File: src/rtl/sdc_pkg.sv
package sdc_pkg;

  typedef enum logic [2:0] {
    K_NOP = 3'd0,
    K_ACT = 3'd1,
    K_RD  = 3'd2,
    K_WR  = 3'd3,
    K_PRE = 3'd4,
    K_REF = 3'd5,
    K_MRS = 3'd6
  } cmd_kind_e;

  // Strobe triple {ras_n,cas_n,we_n} to command kind; unlisted codes act as NOP.
  function automatic cmd_kind_e decode_strobes(input logic ras_n, input logic cas_n,
                                               input logic we_n);
    cmd_kind_e k;
    case ({ras_n, cas_n, we_n})
      3'b011:  k = K_ACT;
      3'b101:  k = K_RD;
      3'b100:  k = K_WR;
      3'b010:  k = K_PRE;
      3'b001:  k = K_REF;
      3'b000:  k = K_MRS;
      default: k = K_NOP;
    endcase
    return k;
  endfunction

  // Column address width from the data width of the organisation.
  function automatic int col_bits(input int dq_width);
    int w;
    case (dq_width)
      4:       w = 10;
      8:       w = 9;
      default: w = 8;
    endcase
    return w;
  endfunction

endpackage

File: src/rtl/sdc_cmd_decode.sv
module sdc_cmd_decode
  import sdc_pkg::*;
#(
  parameter int NB     = 4,
  parameter int ROW_W  = 12,
  parameter int AP_BIT = 10,
  localparam int BANK_W = $clog2(NB)
) (
  input  logic              cke,
  input  logic              cs_n,
  input  logic              ras_n,
  input  logic              cas_n,
  input  logic              we_n,
  input  logic [ROW_W-1:0]  addr,
  input  logic [BANK_W-1:0] bank,
  input  logic [NB-1:0]     open_vec,
  output cmd_kind_e         kind,
  output logic              sampled,
  output logic              illegal,
  output logic              act_en,
  output logic              autopre,
  output logic [NB-1:0]     close_mask
);

  logic          sel_open;
  logic          ap_flag;
  logic          is_rw;
  logic [NB-1:0] sel_onehot;

  always_comb begin
    sampled    = cke & ~cs_n;
    kind       = decode_strobes(ras_n, cas_n, we_n);
    sel_open   = open_vec[bank];
    ap_flag    = addr[AP_BIT];
    sel_onehot = NB'(1) << bank;
    is_rw      = (kind == K_RD) || (kind == K_WR);

    illegal = 1'b0;
    if (sampled) begin
      if (is_rw && !sel_open)                 illegal = 1'b1;
      else if (kind == K_ACT && sel_open)      illegal = 1'b1;
      else if (kind == K_REF && (|open_vec))   illegal = 1'b1;
    end

    act_en  = sampled && (kind == K_ACT) && !illegal;
    autopre = sampled && is_rw && !illegal && ap_flag;

    close_mask = '0;
    if (sampled && kind == K_PRE)
      close_mask = ap_flag ? {NB{1'b1}} : sel_onehot;
    else if (autopre)
      close_mask = sel_onehot;
  end

endmodule

File: src/rtl/sdc_bank_state.sv
module sdc_bank_state #(
  parameter int NB    = 4,
  parameter int ROW_W = 12,
  localparam int BANK_W = $clog2(NB)
) (
  input  logic                clk,
  input  logic                rst_n,
  input  logic                act_en,
  input  logic [BANK_W-1:0]   act_bank,
  input  logic [ROW_W-1:0]    act_row,
  input  logic [NB-1:0]       close_mask,
  output logic [NB-1:0]       open_vec,
  output logic [NB*ROW_W-1:0] rows_flat
);

  for (genvar b = 0; b < NB; b++) begin : g_bank
    logic             open_q, open_d;
    logic [ROW_W-1:0] row_q, row_d;
    logic             hit;

    always_comb begin
      hit    = act_en && (act_bank == BANK_W'(b));
      open_d = open_q;
      row_d  = row_q;
      if (hit) begin
        open_d = 1'b1;
        row_d  = act_row;
      end else if (close_mask[b]) begin
        open_d = 1'b0;
      end
    end

    always_ff @(posedge clk or negedge rst_n) begin
      if (!rst_n) begin
        open_q <= 1'b0;
        row_q  <= '0;
      end else begin
        open_q <= open_d;
        if (hit) row_q <= row_d;
      end
    end

    assign open_vec[b]                   = open_q;
    assign rows_flat[b*ROW_W +: ROW_W]   = row_q;
  end

endmodule

File: src/rtl/sdram_ctl_tracker.sv
module sdram_ctl_tracker
  import sdc_pkg::*;
#(
  parameter int DQ_WIDTH = 16,
  parameter int NB       = 4,
  parameter int ROW_W    = 12,
  localparam int BANK_W  = $clog2(NB),
  localparam int COL_W   = col_bits(DQ_WIDTH),
  localparam int AP_BIT  = 10
) (
  input  logic                clk,
  input  logic                rst_n,
  input  logic                cke,
  input  logic                cs_n,
  input  logic                ras_n,
  input  logic                cas_n,
  input  logic                we_n,
  input  logic [ROW_W-1:0]    addr,
  input  logic [BANK_W-1:0]   bank,
  output logic [NB-1:0]       bank_open,
  output logic [NB*ROW_W-1:0] open_rows,
  output logic                cmd_valid,
  output logic [2:0]          cmd_code,
  output logic [BANK_W-1:0]   cmd_bank,
  output logic [ROW_W-1:0]    cmd_row,
  output logic [COL_W-1:0]    cmd_col,
  output logic                cmd_autopre,
  output logic                err_pulse,
  output logic                err_sticky
);

  cmd_kind_e     kind;
  logic          sampled, illegal, act_en, autopre;
  logic [NB-1:0] close_mask;

  sdc_cmd_decode #(.NB(NB), .ROW_W(ROW_W), .AP_BIT(AP_BIT)) dec_i (
    .cke(cke), .cs_n(cs_n), .ras_n(ras_n), .cas_n(cas_n), .we_n(we_n),
    .addr(addr), .bank(bank), .open_vec(bank_open),
    .kind(kind), .sampled(sampled), .illegal(illegal), .act_en(act_en),
    .autopre(autopre), .close_mask(close_mask)
  );

  sdc_bank_state #(.NB(NB), .ROW_W(ROW_W)) banks_i (
    .clk(clk), .rst_n(rst_n), .act_en(act_en), .act_bank(bank),
    .act_row(addr), .close_mask(close_mask),
    .open_vec(bank_open), .rows_flat(open_rows)
  );

  // Report stage: next-state logic
  logic              valid_d, errp_d, errs_d, ap_d;
  logic [2:0]        code_d;
  logic [BANK_W-1:0] bank_d;
  logic [ROW_W-1:0]  row_d;
  logic [COL_W-1:0]  col_d;
  logic              load_en;
  logic              is_rw;

  always_comb begin
    is_rw   = (kind == K_RD) || (kind == K_WR);
    load_en = sampled;
    valid_d = sampled && (kind != K_NOP);
    errp_d  = illegal;
    errs_d  = err_sticky | illegal;
    ap_d    = autopre;
    code_d  = kind;
    bank_d  = bank;
    row_d   = (kind == K_ACT) ? addr : open_rows[bank*ROW_W +: ROW_W];
    col_d   = is_rw ? addr[COL_W-1:0] : '0;
  end

  // Report stage: registers
  always_ff @(posedge clk or negedge rst_n) begin
    if (!rst_n) begin
      cmd_valid   <= 1'b0;
      err_pulse   <= 1'b0;
      err_sticky  <= 1'b0;
      cmd_autopre <= 1'b0;
      cmd_code    <= '0;
      cmd_bank    <= '0;
      cmd_row     <= '0;
      cmd_col     <= '0;
    end else begin
      cmd_valid  <= valid_d;
      err_pulse  <= errp_d;
      err_sticky <= errs_d;
      if (load_en) begin
        cmd_autopre <= ap_d;
        cmd_code    <= code_d;
        cmd_bank    <= bank_d;
        cmd_row     <= row_d;
        cmd_col     <= col_d;
      end
    end
  end

endmodule

File: config.mk
export PLATFORM = sky130hd
export DESIGN_NAME = sdram_ctl_tracker
export DESIGN_NICKNAME = d
export VERILOG_FILES = /design/src/rtl/sdc_pkg.sv /design/src/rtl/sdc_cmd_decode.sv /design/src/rtl/sdc_bank_state.sv /design/src/rtl/sdram_ctl_tracker.sv
export SDC_FILE = /design/constraint.sdc
export NUM_CORES = 1
export LEC_CHECK = 0
export ABC_AREA = 1
export CORE_MARGIN = 2
export CORE_UTILIZATION = 43
export CTS_BUF_LIST = sky130_fd_sc_hd__clkbuf_8 sky130_fd_sc_hd__clkbuf_16
export CTS_CLUSTER_SIZE = 25
export DETAILED_ROUTE_END_ITERATION = 10
export MAX_ROUTING_LAYER = met4
export PLACE_DENSITY_LB_ADDON = 0.12
export SLEW_MARGIN = 20
export SYNTH_ARGS = -nofsm -noshare
export SYNTH_HDL_FRONTEND = slang
export SYNTH_SLANG_ARGS = --single-unit
File: constraint.sdc
create_clock -name clk -period 3.2 [get_ports clk]
set_input_delay 0.96 -clock clk [delete_from_list [all_inputs] [get_ports clk]]
set_output_delay 0.96 -clock clk [all_outputs]
set_load 0.01 [all_outputs]
==> flow_summary.json, run 1 <==
{
  "cp.arrival_ns": 2.81,
  "post_cts_resized": 0,
  "dp_hpwl_mm": 7.246,
  "vias": 3673,
  "cts_made_buffers": 9,
  "grt-ovfl-total": 0,
  "leakage_nw": 2.457,
  "cp.depth": 14,
  "crit_path_frequent_cell": "nand2_1",
  "dp_cells": 647,
  "instances_no_fill": 662,
  "r2r_cells": 10,
  "maxCapViolations": 0,
  "drive_gt1_frac": 0.07762,
  "synth_seq_cells": 81,
  "tightest_slew_ns": 0.6480,
  "syn-instance-count": 455,
  "place.gp.congestion": 0.8166,
  "cp_data_required_time_ns": 3.45,
  "finalCritPeriodShare": 0.8004,
  "nets": 571,
  "tritoncts": "done",
  "grt_pass1_wl_mm": 18.40,
  "crit_type": "input pin to flop",
  "core_area_mm2": 0.008678,
  "yosys_warnings": 0,
  "drc": 0,
  "worstHoldPathCells": 1,
  "power_density_mw_per_mm2": 512.2,
  "start_util": 0.4423,
  "clock_latency_ns": 0.35,
  "die_w_um": 98.49,
  "first_global_vias": 3592,
  "antenna_left": 0,
  "drv_slew": 0,
  "finalSetupViolCount": 0,
  "crit_fanout": 40,
  "yosysTopAreaCellShare": 0.5280,
  "post_cts_hold_buffer_count": 0,
  "ir_drop_v": 0.0002656,
  "syn_avg_cell_area_um2": 8.437,
  "end_kind": "flop",
  "status": "finished clean",
  "pin_count": 102,
  "ys_types": 25,
  "die-height_um": 98.49,
  "critPathBufInv": 4,
  "hold_violations": 0,
  "cts.sinks": 81,
  "yosysTopAreaCell": "dfrtp_1",
  "grt_max_degree": 49,
  "holdWs_ns": 0.4642,
  "clock_path_buffers": 2,
  "num_antenna_cells": 0,
  "rows": 34,
  "cp-start-kind": "input pin",
  "cpPeakStageDelay_ns": 0.61,
  "cts_root_buf": "clkbuf_8",
  "fp.dieArea_mm2": 0.009699,
  "antenna_found_initial": 0,
  "fill_cells": 802,
  "clkSlewWorstSetupHoldPaths_ns": 0.08,
  "first_pass_iters": 4,
  "yosysSeqAreaShare": 0.5280,
  "grtUsageTotal": 0.2451,
  "reg2reg_slack_ns": 1.50,
  "syn_area_mm2": 0.003839,
  "wirelength_mm": 11.28,
  "cp_top_family": "buffers and inverters",
  "port_buffers": 101,
  "rsz0062_at_grt": "no",
  "crit_path_cell_trace": "clkdlybuf4s50_1, inv_2, nand2_1, nand2_1, nand2_1, nand2_1, nand2_1, nand2_1, nand2_2, buf_12, nand3_1, buf_4, nand2_1, nand2_1",
  "cpMaxStageDelayCell": "clkdlybuf4s50_1",
  "fin_tns_setup_ns": 0,
  "drt_iter0_markers": 189,
  "final.setup_skew_ns": 0.005248,
  "wl_per_cell_um": 17.04,
  "fin_crit_ns": 2.561,
  "max_freq_ghz": 0.3904,
  "relSlewSlack": 0.5680,
  "htreeDepth": 3,
  "hold_path.class": "flop to flop",
  "synth_nets": 476,
  "synth_area_leaders": "dfrtp_1 (53%), nand2_1 (17%), nand4_1 (9.5%), o21ai_0 (3.8%), buf_4 (3.1%)",
  "via_per_inst": 5.548,
  "post-cts-setup-buffers": 0,
  "syn_to_final_growth_pct": 33.02
}
==> cell usage after synthesis <==
cell,count
a22o_1,9
inv_2,2
inv_1,14
nor2_1,18
buf_6,3
nand4_1,58
a22oi_1,6
xor2_1,1
buf_1,1
o21ai_0,29
clkbuf_1,8
buf_2,6
dfrtp_1,81
buf_4,16
or2_1,1
nand2_2,2
nand2_1,176
o21ai_1,1
nor2_4,1
nor2_2,6
nand3_1,11
and2_1,1
a21oi_1,2
nand3_4,1
clkinv_1,1
==> final timing paths <==
kind,start,endpoint
worst max-delay path,bank[0],banks_i.g_bank[3].row_q[0]
worst min-delay path,err_sticky,err_sticky
worst max register to register,banks_i.g_bank[0].open_q,banks_i.g_bank[3].row_q[0]
worst min register to register,err_sticky,err_sticky
max in group asynchronous,rst_n,banks_i.g_bank[3].row_q[3]
min in group asynchronous,rst_n,cmd_code[0]
==> area by class of cell <==
type                       count  area [µm²]  share of cell area
clock inverter                 6       52.55             0.01029
multi-input combinational    323        1530              0.2997
clock buffer                   9       123.9             0.02426
sequential                    81        2027              0.3970
tap                          108       135.1             0.02646
timing repair buffer         118        1174              0.2298
inverter                      17       63.81             0.01250
==> cells by family (layout without fill, tap and decap cells) <==
logic type	Yosys count	in the layout	share of synthesized area
XOR/XNOR	1	1	0.002282
flip-flops	81	81	0.5280
AND/OR/NAND/NOR	275	275	0.3224
buffers and inverters	51	150	0.07334
AO/OA/AOI/OAI	47	47	0.07399
==> cell usage in the layout, fill, tap and decap left out, types with 2 or more instances in the layout <==
cell type	Yosys	final
nand2_1	176	176
clkdlybuf4s50_1	0	100
dfrtp_1	81	81
nand4_1	58	58
o21ai_0	29	29
nor2_1	18	18
inv_1	14	16
buf_4	16	15
nand3_1	11	11
a22o_1	9	9
clkbuf_8	0	9
nor2_2	6	6
a22oi_1	6	6
clkinv_2	0	3
buf_12	0	3
inv_2	2	2
a21oi_1	2	2
nand2_2	2	2
==> flip-flops by register name (all words and copies together) (netlist names) <==
| register | flops |
|---|---|
| err_sticky | 1 |
| banks_i.g_bank.open_q | 4 |
| err_pulse | 1 |
| cmd_col | 8 |
| banks_i.g_bank.row_q | 48 |
| cmd_bank | 2 |
| cmd_row | 12 |
| cmd_valid | 1 |
| cmd_autopre | 1 |
| cmd_code | 3 |
==> layer usage <==
layer  share of wire  up-vias  global-route usage
met5               0        -                   -
met4           0.013        0             0.08008
met3           0.054       11             0.03830
met2            0.48      126              0.3810
met1            0.45     1828              0.3327
li1                -     1708                   -
==> where the power goes <==
group	total (mW)	switching, mW	internal (mW)	leakage [nW]
clock	0.722	0.375	0.347	0.101
sequential	1.26	0.106	1.15	1.07
combinational	0.636	0.305	0.330	1.28
total	2.62	0.786	1.83	2.46
==> metrics by stage <==
| step | instance area [µm²] | power, mW | setup slack, ns | util |
|---|---|---|---|---|
| floorplan | 3839 | 1.528 | 1.125 | - |
| global placement | 4930 | 1.905 | 0.3668 | 0.5681 |
| detailed placement | 4930 | 1.915 | 0.3156 | 0.5681 |
| CTS | 5106 | 2.631 | 0.6742 | 0.5884 |
| global route | 5106 | 2.737 | 0.4833 | 0.5884 |
| finish | 5106 | 2.616 | 0.6386 | 0.5884 |
==> worst register-to-register path, cell delays in order, from the launching register on <==
cell	delay (ns)
dfrtp_1	0.38
inv_1	0.10
nand3_1	0.10
o21ai_0	0.16
nand2_1	0.09
nand2_2	0.12
buf_12	0.21
nand3_1	0.10
buf_4	0.22
nand2_1	0.10
nand2_1	0.05
No activity file was read; power rests on OpenSTA's default activity.
==> run 2, diff against run 1 <==
Clock period 3.2 ns to 2.2 ns, I/O delays scaled along.
==> run 2 against run 1 <==
Effect of this change:
- first-iteration DRC count grew 43%
- sequential power grew 45%
- power grew 46%
- routed wire length grew 2.4%
- sequential share of layout area shrank 2.4 points
- count of clock-buffer cells in the layout is the same
- critical path depth shrank 5
- hold slack lost 0.19 ns
- clock skew grew 0.0011 ns
==> flow_summary.json, run 2 (synthesis results as in run 1) <==
{
  "status": "finished clean",
  "design_area_mm2": 0.005434,
  "final_cell_mix": "nand2_1 (176), clkdlybuf4s50_1 (99), dfrtp_1 (81)",
  "post-cts-setup-buffers": 0,
  "holdWs_ns": 0.2707,
  "grt-ovfl-total": 0,
  "drv_slew": 0,
  "regMostFlops": "banks_i.g_bank.row_q",
  "hold_path.class": "input pin to async pin",
  "wirelength_mm": 11.55,
  "maxCapViolations": 0,
  "place.gp.congestion": 0.8660,
  "crit_fanout": 11,
  "syn_to_final_growth_pct": 41.56,
  "num_antenna_cells": 0,
  "cp_data_required_time_ns": 2.43,
  "pin_count": 102,
  "instances_no_fill": 692,
  "cts.sinks": 81,
  "clock_path_buffers": 2,
  "postLayoutCoreUtil": 0.6262,
  "power_density_mw_per_mm2": 702.9,
  "relSlewSlack": 0.6773,
  "cts_made_buffers": 9,
  "antenna_left": 0,
  "finalSetupViolCount": 0,
  "dp_cells": 678,
  "die-height_um": 98.49,
  "leakage_nw": 2.628,
  "ir_drop_v": 0.0004068,
  "final.setup_skew_ns": 0.006356,
  "via_per_inst": 5.475,
  "start_util": 0.4423,
  "fp.dieArea_mm2": 0.009699,
  "grt_pass1_wl_mm": 18.97,
  "nets": 603,
  "grtUsageTotal": 0.2515,
  "vias": 3789,
  "cp.arrival_ns": 2.23,
  "crit_path_cell_trace": "clkdlybuf4s50_1, inv_1, nor2_2, nand2_2, nor2_4, nand3_1, buf_4, nand2_1, nand2_1",
  "wl_per_cell_um": 16.69,
  "drc": 0,
  "tritoncts": "done",
  "dp_hpwl_mm": 8.012,
  "critPathBufInv": 3,
  "largest_reg_flops": 48,
  "tightest_slew_ns": 0.4840,
  "htreeDepth": 3,
  "first_pass_iters": 5,
  "port_buffers": 101,
  "core_area_mm2": 0.008678,
  "post_cts_hold_buffer_count": 0,
  "rows": 34,
  "drive_gt1_frac": 0.1284,
  "clock_latency_ns": 0.34,
  "placed_area_mm2": 0.005250,
  "fin_crit_ns": 2.001,
  "final_common_cell": "nand2_1",
  "max_freq_ghz": 0.4998,
  "cp-start-kind": "input pin",
  "crit_type": "input pin to flop",
  "cpPeakStageDelay_ns": 0.49,
  "cpMaxStageDelayCell": "clkdlybuf4s50_1",
  "grt_max_degree": 36,
  "cts_root_buf": "clkbuf_8",
  "reg.largest.list": "banks_i.g_bank.row_q x48, cmd_row x12, cmd_col x8",
  "crit_path_frequent_cell": "nand2_1",
  "drt_iter0_markers": 270,
  "antenna_found_initial": 0,
  "clkSlewWorstSetupHoldPaths_ns": 0.08,
  "finalCritPeriodShare": 0.9094,
  "end_kind": "flop",
  "die_w_um": 98.49,
  "cp_top_family": "buffers and inverters",
  "hold_violations": 0,
  "fill_cells": 765,
  "rsz0062_at_grt": "no",
  "first_global_vias": 3714
}
[run 2: changes by cell type in the layout (fill, tap and decap cells not counted), sizes merged]
| cell | previous run | this run |
|---|---|---|
| nand3 | 12 | 13 |
| clkinv | 4 | 3 |
| clkdlybuf4s50 | 100 | 99 |
| clkinvlp | 0 | 1 |
| inv | 18 | 16 |
| dlymetal6s2s | 0 | 1 |
| buf | 18 | 49 |
[run 2: power by group]
| part | internal [mW] | total [mW] | switching (mW) |
|---|---|---|---|
| clock | 0.502 | 1.02 | 0.515 |
| sequential | 1.68 | 1.83 | 0.153 |
| combinational | 0.520 | 0.974 | 0.455 |
| total | 2.70 | 3.82 | 1.12 |
[run 2: layout make-up]
type	count	area, µm²	area share
clock buffer	9	123.9	0.02280
clock inverter	4	47.55	0.008750
inverter	17	63.81	0.01174
multi-input combinational	324	1540	0.2834
sequential	81	2027	0.3730
tap	108	135.1	0.02487
timing repair buffer	149	1496	0.2754
[run 2: stage by stage]
step           setup WS [ns]  total power [mW]  setup TNS [ns]
5_1_grt              0.09985             4.019               0
2_1_floorplan         0.4248             2.222               0
3_5_place_dp         -0.1587             2.832          -5.786
3_3_place_gp         -0.1068             2.816          -4.467
6_report              0.1993             3.820               0
4_1_cts               0.2028             3.842               0
[run 2: path summary, 6_finish.rpt]
kind	startpoint	end	slack (ns)	cells past startpoint
worst max-delay path	we_n	banks_i.g_bank[0].row_q[0]	0.20	9
worst min-delay path	rst_n	cmd_code[0]	0.27	1
worst max register to register	banks_i.g_bank[1].open_q	banks_i.g_bank[1].row_q[5]	0.61	9
worst min register to register	err_sticky	err_sticky	0.48	1
max in group asynchronous	rst_n	banks_i.g_bank[3].open_q	1.36	2
min in group clk	err_sticky	err_sticky	0.48	1
[run 2: repair_timing]
| action | CTS | global route |
|---|---|---|
| endpoints found under the setup margin | 0 | 31 |
| gates resized for setup | 0 | 1 |
| endpoints found under the hold margin | 0 | 0 |
[run 2: per-layer routing]
metal / wire, µm / up-vias / track usage / share of wire
li1: - / 1781 / - / -
met1: 5174 / 1842 / 0.3443 / 0.45
met2: 5554 / 152 / 0.3977 / 0.48
met3: 712 / 14 / 0.03688 / 0.062
met4: 109 / 0 / 0.06533 / 0.0094
met5: 0 / - / - / 0
